## config.mk

```make
export PLATFORM = sky130hd
export DESIGN_NAME = rtc_calendar_core
export DESIGN_NICKNAME = d
export VERILOG_FILES = /design/src/rtl/rtc_cal_pkg.sv /design/src/rtl/cal_step.sv /design/src/rtl/cal_codec.sv /design/src/rtl/alarm_cmp.sv /design/src/rtl/rtc_calendar_core.sv
export SDC_FILE = /design/constraint.sdc
export NUM_CORES = 1
export LEC_CHECK = 0
export CELL_PAD_IN_SITES_DETAIL_PLACEMENT = 0
export CELL_PAD_IN_SITES_GLOBAL_PLACEMENT = 2
export CORE_MARGIN = 2
export CORE_UTILIZATION = 32
export CTS_CLUSTER_SIZE = 16
export DETAILED_ROUTE_END_ITERATION = 16
export GPL_ROUTABILITY_DRIVEN = 1
export PLACE_DENSITY = 0.91
export SETUP_SLACK_MARGIN = 0.02
export SLEW_MARGIN = 25
export SYNTH_ARGS = -nofsm -noshare
export SYNTH_HDL_FRONTEND = slang
export SYNTH_SLANG_ARGS = --single-unit
```

## constraint.sdc

```tcl
create_clock -name clk -period 7.9 [get_ports clk]
set_clock_uncertainty 0.15 [all_clocks]
set_input_delay 1.185 -clock clk [delete_from_list [all_inputs] [get_ports clk]]
set_output_delay 1.185 -clock clk [all_outputs]
set_load 0.01 [all_outputs]
```

## src/rtl/rtc_cal_pkg.sv

```systemverilog
package rtc_cal_pkg;

    localparam int REG_W = 8;

    typedef struct packed {
        logic [5:0] sec;
        logic [5:0] min;
        logic [4:0] hour;
        logic [2:0] wday;
        logic [4:0] mday;
        logic [3:0] mon;
        logic [6:0] year;
    } cal_time_t;

    typedef struct packed {
        logic [REG_W-1:0] sec;
        logic [REG_W-1:0] min;
        logic [REG_W-1:0] hour;
        logic [REG_W-1:0] wday;
        logic [REG_W-1:0] mday;
        logic [REG_W-1:0] mon;
        logic [REG_W-1:0] year;
    } cal_regs_t;

    localparam cal_time_t CAL_TIME_RST = '{sec: 6'd0, min: 6'd0, hour: 5'd0,
                                           wday: 3'd1, mday: 5'd1, mon: 4'd1,
                                           year: 7'd0};
    localparam cal_regs_t CAL_REGS_RST = '{sec: 8'h00, min: 8'h00, hour: 8'h00,
                                           wday: 8'h01, mday: 8'h01, mon: 8'h01,
                                           year: 8'h00};

    // value 0..99 to register byte
    function automatic logic [7:0] enc8(input logic [6:0] v, input logic bin);
        int iv;
        iv = int'(v);
        return bin ? 8'(iv) : 8'(((iv / 10) << 4) | (iv % 10));
    endfunction

    // register byte to value
    function automatic logic [6:0] dec8(input logic [7:0] b, input logic bin);
        return bin ? 7'(b) : 7'(int'(b[7:4]) * 10 + int'(b[3:0]));
    endfunction

    function automatic logic leap_year(input int y);
        return ((y % 4) == 0) && (((y % 100) != 0) || ((y % 400) == 0));
    endfunction

    function automatic logic [4:0] month_days(input logic [3:0] mon, input int y);
        case (mon)
            4'd2:                      return leap_year(y) ? 5'd29 : 5'd28;
            4'd4, 4'd6, 4'd9, 4'd11:   return 5'd30;
            default:                   return 5'd31;
        endcase
    endfunction

endpackage

```

## src/rtl/cal_step.sv

```systemverilog
module cal_step
    import rtc_cal_pkg::*;
#(
    parameter int BASE_YEAR = 1980
) (
    input  cal_time_t cur,
    output cal_time_t nxt
);
    logic [4:0] dim;

    always_comb begin
        dim = month_days(cur.mon, BASE_YEAR + int'(cur.year));
        nxt = cur;
        if (cur.sec >= 6'd59) begin
            nxt.sec = 6'd0;
            if (cur.min >= 6'd59) begin
                nxt.min = 6'd0;
                if (cur.hour >= 5'd23) begin
                    nxt.hour = 5'd0;
                    nxt.wday = (cur.wday >= 3'd7) ? 3'd1 : cur.wday + 3'd1;
                    if (cur.mday >= dim) begin
                        nxt.mday = 5'd1;
                        if (cur.mon >= 4'd12) begin
                            nxt.mon  = 4'd1;
                            nxt.year = (cur.year >= 7'd99) ? 7'd0 : cur.year + 7'd1;
                        end else begin
                            nxt.mon = cur.mon + 4'd1;
                        end
                    end else begin
                        nxt.mday = cur.mday + 5'd1;
                    end
                end else begin
                    nxt.hour = cur.hour + 5'd1;
                end
            end else begin
                nxt.min = cur.min + 6'd1;
            end
        end else begin
            nxt.sec = cur.sec + 6'd1;
        end
    end
endmodule

```

## src/rtl/cal_codec.sv

```systemverilog
module cal_codec
    import rtc_cal_pkg::*;
(
    input  logic      bin,
    input  logic      h24,
    input  cal_time_t t_in,
    input  cal_regs_t r_in,
    output cal_regs_t r_out,
    output cal_time_t t_out
);
    logic [4:0] h12;
    logic [7:0] hb;
    logic [6:0] hv;

    // encode direction
    always_comb begin
        h12 = (t_in.hour >= 5'd12) ? t_in.hour - 5'd12 : t_in.hour;
        r_out.sec  = enc8({1'b0, t_in.sec}, bin);
        r_out.min  = enc8({1'b0, t_in.min}, bin);
        hb = enc8({2'b0, h24 ? t_in.hour : h12}, bin);
        r_out.hour = h24 ? hb : {(t_in.hour >= 5'd12), hb[6:0]};
        r_out.wday = enc8({4'b0, t_in.wday}, bin);
        r_out.mday = enc8({2'b0, t_in.mday}, bin);
        r_out.mon  = enc8({3'b0, t_in.mon}, bin);
        r_out.year = enc8(t_in.year, bin);
    end

    // decode direction
    always_comb begin
        t_out.sec  = 6'(dec8(r_in.sec, bin));
        t_out.min  = 6'(dec8(r_in.min, bin));
        hv = h24 ? dec8(r_in.hour, bin) : dec8({1'b0, r_in.hour[6:0]}, bin);
        if (!h24 && r_in.hour[7]) hv = hv + 7'd12;
        t_out.hour = 5'(hv);
        t_out.wday = 3'(dec8(r_in.wday, bin));
        t_out.mday = 5'(dec8(r_in.mday, bin));
        t_out.mon  = 4'(dec8(r_in.mon, bin));
        t_out.year = dec8(r_in.year, bin);
    end
endmodule

```

## src/rtl/alarm_cmp.sv

```systemverilog
module alarm_cmp #(
    parameter int NF = 3,
    parameter int W  = 8
) (
    input  logic [NF-1:0][W-1:0] want,
    input  logic [NF-1:0][W-1:0] have,
    output logic                 hit
);
    logic [NF-1:0] fld_ok;

    for (genvar i = 0; i < NF; i++) begin : g_fld
        // both top bits set: field is a wildcard
        assign fld_ok[i] = (want[i][W-1:W-2] == 2'b11) || (want[i] == have[i]);
    end

    assign hit = &fld_ok;
endmodule

```

## src/rtl/rtc_calendar_core.sv

```systemverilog
module rtc_calendar_core
    import rtc_cal_pkg::*;
#(
    parameter int BASE_YEAR  = 1980,
    parameter int UIP_CYCLES = 8
) (
    input  logic       clk,
    input  logic       rst,
    input  logic       sec_tick,
    input  logic [2:0] div_sel,
    input  logic       set_mode,
    input  logic       bin_mode,
    input  logic       hour24,
    input  logic       alarm_en,
    input  logic       upd_irq_en,
    input  logic [7:0] alm_sec,
    input  logic [7:0] alm_min,
    input  logic [7:0] alm_hour,
    input  logic       load_req,
    input  logic [7:0] ld_sec,
    input  logic [7:0] ld_min,
    input  logic [7:0] ld_hour,
    input  logic [7:0] ld_wday,
    input  logic [7:0] ld_mday,
    input  logic [7:0] ld_mon,
    input  logic [7:0] ld_year,
    output logic [7:0] sec_o,
    output logic [7:0] min_o,
    output logic [7:0] hour_o,
    output logic [7:0] wday_o,
    output logic [7:0] mday_o,
    output logic [7:0] mon_o,
    output logic [7:0] year_o,
    output logic       uip,
    output logic       alarm_pulse,
    output logic       update_pulse,
    output logic       irq_pulse
);
    localparam int         CNT_W    = (UIP_CYCLES > 1) ? $clog2(UIP_CYCLES) : 1;
    localparam logic [CNT_W-1:0] CNT_INIT = CNT_W'(UIP_CYCLES - 1);
    localparam logic [2:0] DIV_RUN  = 3'b010;

    cal_time_t        now_t, step_t, load_t;
    cal_regs_t        regs, enc_regs, ld_regs;
    logic             busy;
    logic [CNT_W-1:0] cnt;
    logic             alm_hit;
    logic             tick_ok;

    assign ld_regs = '{sec: ld_sec, min: ld_min, hour: ld_hour, wday: ld_wday,
                       mday: ld_mday, mon: ld_mon, year: ld_year};
    assign tick_ok = sec_tick && (div_sel == DIV_RUN) && !busy;

    cal_step #(.BASE_YEAR(BASE_YEAR)) u_step (
        .cur (now_t),
        .nxt (step_t)
    );

    cal_codec u_codec (
        .bin   (bin_mode),
        .h24   (hour24),
        .t_in  (now_t),
        .r_in  (ld_regs),
        .r_out (enc_regs),
        .t_out (load_t)
    );

    alarm_cmp #(.NF(3), .W(REG_W)) u_alarm (
        .want ({alm_hour, alm_min, alm_sec}),
        .have ({enc_regs.hour, enc_regs.min, enc_regs.sec}),
        .hit  (alm_hit)
    );

    always_ff @(posedge clk) begin
        if (rst) begin
            now_t        <= CAL_TIME_RST;
            regs         <= CAL_REGS_RST;
            busy         <= 1'b0;
            cnt          <= '0;
            uip          <= 1'b0;
            alarm_pulse  <= 1'b0;
            update_pulse <= 1'b0;
            irq_pulse    <= 1'b0;
        end else begin
            alarm_pulse  <= 1'b0;
            update_pulse <= 1'b0;
            irq_pulse    <= 1'b0;

            if (load_req) begin
                now_t <= load_t;
                regs  <= ld_regs;
            end else if (tick_ok) begin
                now_t <= step_t;
                busy  <= 1'b1;
                cnt   <= CNT_INIT;
                uip   <= !set_mode;
            end

            if (busy) begin
                if (cnt == '0) begin
                    busy         <= 1'b0;
                    uip          <= 1'b0;
                    update_pulse <= 1'b1;
                    alarm_pulse  <= alarm_en && alm_hit;
                    irq_pulse    <= (alarm_en && alm_hit) || upd_irq_en;
                    if (!set_mode && !load_req) regs <= enc_regs;
                end else begin
                    cnt <= cnt - 1'b1;
                end
            end

            if (set_mode) uip <= 1'b0;
        end
    end

    assign sec_o  = regs.sec;
    assign min_o  = regs.min;
    assign hour_o = regs.hour;
    assign wday_o = regs.wday;
    assign mday_o = regs.mday;
    assign mon_o  = regs.mon;
    assign year_o = regs.year;
endmodule

```

After elaboration in Yosys (flattened, before gate mapping)
Index checks and enable logic that the tools add are counted.
{"block": "classes", "bitwise": 10, "n_mux": 53, "div": 16, "add_sub_neg": 19, "reduce_logical": 36, "n_mul": 8, "order_cmp": 8, "n_eq_ne": 12}
{"operator": "56-bit two-way mux", "count": 4}
{"operator": "36-bit two-way mux", "count": 2}
{"operator": "6-bit by 5-bit divider with 32-bit output, second input constant", "count": 2}
{"operator": "7-bit by 5-bit divider with 32-bit output, second input constant", "count": 2}
{"operator": "32-bit zero test", "count": 2}
{"operator": "6-bit by 5-bit modulo with 32-bit output, second input constant", "count": 2}
{"operator": "7-bit by 5-bit modulo with 32-bit output, second input constant", "count": 2}
{"operator": "8-bit two-way mux", "count": 8}
{"operator": "8-bit OR", "count": 7}
{"operator": "5-bit two-way mux", "count": 9}
{"operator": "4-bit by 5-bit divider with 32-bit output, second input constant", "count": 1}
{"operator": "5-bit by 5-bit divider with 32-bit output, second input constant", "count": 1}
{"operator": "8-bit by 5-bit divider with 32-bit output, second input constant", "count": 1}
{"operator": "32-bit by 10-bit modulo with 32-bit output, second input constant", "count": 1}
{"operator": "32-bit by 8-bit modulo with 32-bit output, second input constant", "count": 1}
{"operator": "4-bit by 5-bit modulo with 32-bit output, second input constant", "count": 1}
{"operator": "5-bit by 5-bit modulo with 32-bit output, second input constant", "count": 1}
{"operator": "8-bit by 5-bit modulo with 32-bit output, second input constant", "count": 1}
{"operator": "32-bit nonzero test", "count": 1}
{"operator": "30-bit two-way mux", "count": 1}
{"operator": "8-bit == test", "count": 3}
{"operator": "24-bit two-way mux", "count": 1}
{"operator": "6-bit two-way mux", "count": 4}
{"operator": "7-bit two-way mux", "count": 3}
{"operator": "53 further kinds", "count": 101}
{"block": "totals", "word_cells": 182, "output_inout_bits": 60, "ff_bits": 100}

Depth between registers and ports, before layout
Gate-level depths: netlist (run 1).
{"block": "depth", "depth_word": 14, "ltp_mapped": 34}

By module
A second synthesis (run 1) with hierarchy kept.
{"block": "unflattened", "cells_unflattened": 1397, "area_unflattened_um2": 10935.5}
{"mod": "rtc_calendar_core", "area_each_um2": 4780.8, "instances": 1, "cells_each": 494}
{"mod": "cal_codec", "area_each_um2": 3883.7, "instances": 1, "cells_each": 570}
{"mod": "cal_step", "area_each_um2": 1990.7, "instances": 1, "cells_each": 299}
{"mod": "alarm_cmp", "area_each_um2": 280.3, "instances": 1, "cells_each": 34}

Worst setup path after synthesis (run 1)
No wires, ideal clock.
{"block": "synth_timing", "path_kind": "flip-flop to flip-flop", "start": "reg now_t[2] in the netlist's numbering", "end": "reg now_t[2] in the netlist's numbering", "arrival_ns": 6.315, "slack_ns": 1.308, "setup_ns": 0.128, "required_ns": 7.622, "path_stages_with_launch": 34, "n_path_buf": 4, "period_less_slack_ns": 6.592, "cell_sequence": "dfxtp_1 > buf_6 > clkbuf_1 > inv_1 > ha_1 > nor3b_4 > inv_1 > ha_1 > clkbuf_2 > a311o_1 > inv_1 > ha_1 > nor2b_1 > and4_1 > buf_2 > or3_1 > o211ai_1 > mux2i_1 > o2111a_1 > a2bb2oi_1 > nor3_1 > o31ai_1 > a21o_1 > o211ai_1 > ha_1 > inv_1 > a21oi_1 > o31ai_1 > a21o_1 > nand2_1 > nor2_1 > o21ai_0 > a22oi_1 > nor2_1"}
{"block": "synth_between", "elab_chain_len": 10, "elab_cells_between_ends": 22, "cone_classes": "2 x add/sub; 2 x div; 2 x order compare; 10 x mux; 6 x reduce/logical"}
{"element": "start, declared", "line": "rtc_calendar_core.sv:43", "text": "cal_time_t now_t, step_t, load_t;"}
{"element": "start signal, assigned", "line": "rtc_calendar_core.sv:90", "text": "now_t <= load_t;"}
{"element": "start signal, assigned", "line": "rtc_calendar_core.sv:93", "text": "now_t <= step_t;"}
{"element": "11-bit by 7-bit adder with 12-bit output", "line": "cal_step.sv:12", "text": "dim = month_days(cur.mon, BASE_YEAR + int'(cur.year));"}
{"element": "32-bit by 8-bit modulo with 32-bit output or 32-bit by 10-bit modulo with 32-bit output (tied branches)", "line": "rtc_cal_pkg.sv:45", "text": "return ((y % 4) == 0) && (((y % 100) != 0) || ((y % 400) == 0));"}
{"element": "32-bit nonzero test or 32-bit zero test (tied branches)", "line": "rtc_cal_pkg.sv:45"}
{"element": "1-bit logical OR", "line": "rtc_cal_pkg.sv:45"}
{"element": "1-bit logical AND", "line": "rtc_cal_pkg.sv:45"}
{"element": "1-bit two-way mux", "line": "rtc_cal_pkg.sv:50", "text": "4'd2: return leap_year(y) ? 5'd29 : 5'd28;"}
{"element": "5-bit case mux with 2 select lines", "line": "rtc_cal_pkg.sv:49", "text": "case (mon)"}
{"element": "5-bit >= comparator", "line": "cal_step.sv:21", "text": "if (cur.mday >= dim) begin"}
{"element": "2-bit nonzero test (no source line)"}
{"element": "6-bit AND reduction (no source line)"}
Several ways; a longest one is shown, not always the timed one. The select of a mux whose other input is x is not followed.
A chain may end at the register's enable or synchronous reset.

Worst setup path in the final report (run 1)
{"block": "layout_timing", "start": "reg now_t[2] in the netlist's numbering", "end": "reg now_t[0] in the netlist's numbering"}
The elaborated chain is that of the path after synthesis.

==> impl_metrics.tcl, run 1 <==
set metrics [dict create \
    outcome "finished clean" \
    slowest_stage "ha_1" \
    place_ws_ns 0.7743 \
    grt_start_max_net_pins 79 \
    tightest_slew_ns 0.9305 \
    leakage_nw 4.867 \
    cts.htree.levels 3 \
    die_w_um 183.0 \
    wl_per_cell_um 17.75 \
    cp-end-kind "flop" \
    yosysUniqueCellTypes 93 \
    worstSetupPathType "flop to flop" \
    die_area_mm2 0.03349 \
    cp_top_family "simple AND/OR/NAND/NOR gates" \
    avgSynthCellArea_um2 7.634 \
    cts_tree "yes" \
    nNetsFinal 1623 \
    grt_first_pass_wirelength_um 52230 \
    synth_ff_type "dfxtp_1" \
    ys_seq_area_frac 0.1953 \
    yosysWarnings 0 \
    fp-row-count 65 \
    vias 10280 \
    max_slew_margin 0.3796 \
    fin_crit_sh 0.9047 \
    track_usage 0.1914 \
    grt_pass1_vias 9756 \
    ioPinCount 152 \
    post-route-util 0.3905 \
    die_height_um 183.0 \
    slew_viol_final 0 \
    ir_drop_mv 0.09916 \
    syn_area_mm2 0.01025 \
    arrival_ns 7.28 \
    clock.fmax_mhz 139.9 \
    wirelength_um 32760 \
    io_buffers 151 \
    rsz0062_at_grt "no" \
    detail_route.iter0.violations 638 \
    synthesis.nets 1528 \
    cts_root_buf "clkbuf_16" \
    cts_buffer_depth 2 \
    min_period_ns 7.147 \
    synth_area_leaders "dfxtp_1 (20%), ha_1 (10%), mux2i_1 (5.4%), a211oi_1 (5.1%), a21oi_1 (4.9%)" \
    drc 0 \
    clkLatencyLatePin_ns 0.37 \
    setup_slack_ns 0.7530 \
    ys_seq_elements 100 \
    numClockSinks 100 \
    drv_cap 0 \
    async_reset_ff_frac 0 \
    antenna_left 0 \
    antenna_found_initial 1 \
    finalSetupTns_ns 0 \
    hold_class "flop to flop" \
    core_area_mm2 0.03156 \
    drive_gt1_frac 0.05960 \
    hpwl_um 24240 \
    p_per_area_mw_per_mm2 122.2 \
    place_congestion 0.8858 \
    cp_num_buf_inv 5 \
    grt-ovfl-total 0 \
    dr.pass1.iters 6 \
    viasPerCell 5.569 \
    syn_inst 1343 \
    cts_hold_buf 0 \
    final-setup-viol-count 0 \
    clk_pin_slew_ns 0.08 \
    initial_utilization 0.3249 \
    yosys.area.top_type "dfxtp_1" \
    cts_buffers 9 \
    synth.top_cell.area_share 0.1953 \
    cp_max_fo 11 \
    hold_viol 0 \
    required_ns 8.03 \
    max_stage_delay_ns 0.49 \
    area_growth_pct 20.20 \
    synth-edff-count 0 \
    worstSetupStartpointType "flop" \
    hold_ws_ns 0.3187 \
]
per-stage QoR:
stage	power (mW)	std cells	instance area, µm²
finish	1.506	1846	12320
global route	1.600	1846	12320
CTS	1.523	1845	12320
detailed placement	1.054	1829	12030
global placement	1.051	1829	12030
floorplan	0.8777	1343	10250
report_power, final:
| group | total (mW) | leakage (nW) | internal, mW | switching [mW] |
|---|---|---|---|---|
| clock network | 0.461 | 0.142 | 0.229 | 0.232 |
| logic | 0.484 | 3.90 | 0.225 | 0.259 |
| registers | 0.561 | 0.822 | 0.531 | 0.0304 |
final cells by class:
class                   instances  area, µm²
well taps                     402      503.0
clock buffers                  10      239.0
inverters                      77      289.0
repair buffers                166       1614
multi-input cells            1084       7620
flip-flops and latches        100       2002
fillers                      3247      19230
clock inverters                 6      53.80
diodes                          1      2.502
routing by layer:
| layer | GRT usage | routed length, µm |
|---|---|---|
| met3 | 0.02542 | 1270 |
| met4 | 0.04832 | 570 |
| met5 | 0 | 0 |
| met1 | 0.2617 | 15880 |
| met2 | 0.3179 | 15040 |
worst paths after layout:
path | cells past startpoint | to | slack (ns) | start
worst min register to register | 1 | cnt[0] | 0.32 | cnt[0]
worst max register to register | 29 | now_t[0] | 0.75 | now_t[2]
worst min-delay path | 1 | cnt[0] | 0.32 | cnt[0]
worst max-delay path | 29 | now_t[0] | 0.75 | now_t[2]
cells in the mapped netlist (8+ instances only):
| master | instances |
|---|---|
| o211ai_1 | 20 |
| o21a_1 | 8 |
| a21oi_1 | 100 |
| nor3_1 | 44 |
| a21o_1 | 15 |
| clkbuf_1 | 54 |
| a22oi_1 | 13 |
| ha_1 | 86 |
| dfxtp_1 | 100 |
| nor2_1 | 125 |
| xor2_1 | 24 |
| or3_1 | 9 |
| a31oi_1 | 15 |
| inv_1 | 73 |
| nor2b_1 | 24 |
| a221oi_1 | 16 |
| nand3_1 | 21 |
| o21ai_0 | 84 |
| xnor2_1 | 47 |
| nand2_1 | 107 |
| and2_1 | 10 |
| nand2b_1 | 12 |
| a211oi_1 | 69 |
| mux2_2 | 15 |
| buf_1 | 14 |
| or2_2 | 9 |
| o22ai_1 | 9 |
| o31ai_1 | 21 |
| mux2i_1 | 55 |
worst register-to-register path: cells and delay by family, from the launching register on:
family | cells | cell delay, ns
and+or+nand+nor | 10 | 2.61
buffers and inverters | 5 | 0.64
adders and majority gates | 4 | 1.20
DFF | 1 | 0.31
AOI/OAI and AO/OA | 10 | 2.16
cells in the final DEF, fill, tap and decap left out, drive strengths merged, types with 15 or more instances in the layout:
cell           instances
nor2b                 25
mux2i                 55
a211oi                72
nand2                108
nand3                 21
xnor2                 47
nor3                  44
a31oi                 16
o211ai                20
mux2                  15
inv                   77
clkdlybuf4s50        148
a21oi                100
ha                    86
buf                   18
o21ai                 86
a21o                  15
a221oi                16
o31ai                 22
dfxtp                100
nor2                 125
xor2                  24
state kept, by name, summed over array words and instances (netlist names), 3 cells and up:
name,count
now_t,36
hour_o,8
mday_o,8
min_o,8
mon_o,8
sec_o,8
wday_o,8
year_o,8
cnt,3
logic make-up after synthesis:
| group | count (synthesis) | synth area share |
|---|---|---|
| AOI/OAI and AO/OA | 449 | 0.3017 |
| and+or+nand+nor | 397 | 0.1849 |
| buffers and inverters | 159 | 0.06346 |
| DFF | 100 | 0.1953 |
| adders and majority gates | 96 | 0.1217 |
| xor gates and xnor gates | 72 | 0.06285 |
| muxes | 70 | 0.07017 |
what timing repair did:
item,CTS,global route
setup endpoints to repair,0,1
buffers inserted,0,0
resized for setup,0,1
Note: power is estimated with default switching activity, not from simulation.
==> inputs of run 2 (changes only) <==
- ABC_CLOCK_PERIOD_IN_PS: default -> 7900
==> results of run 2 <==
Same layout as run 1: the final DEF is identical, and so are final timing and power.
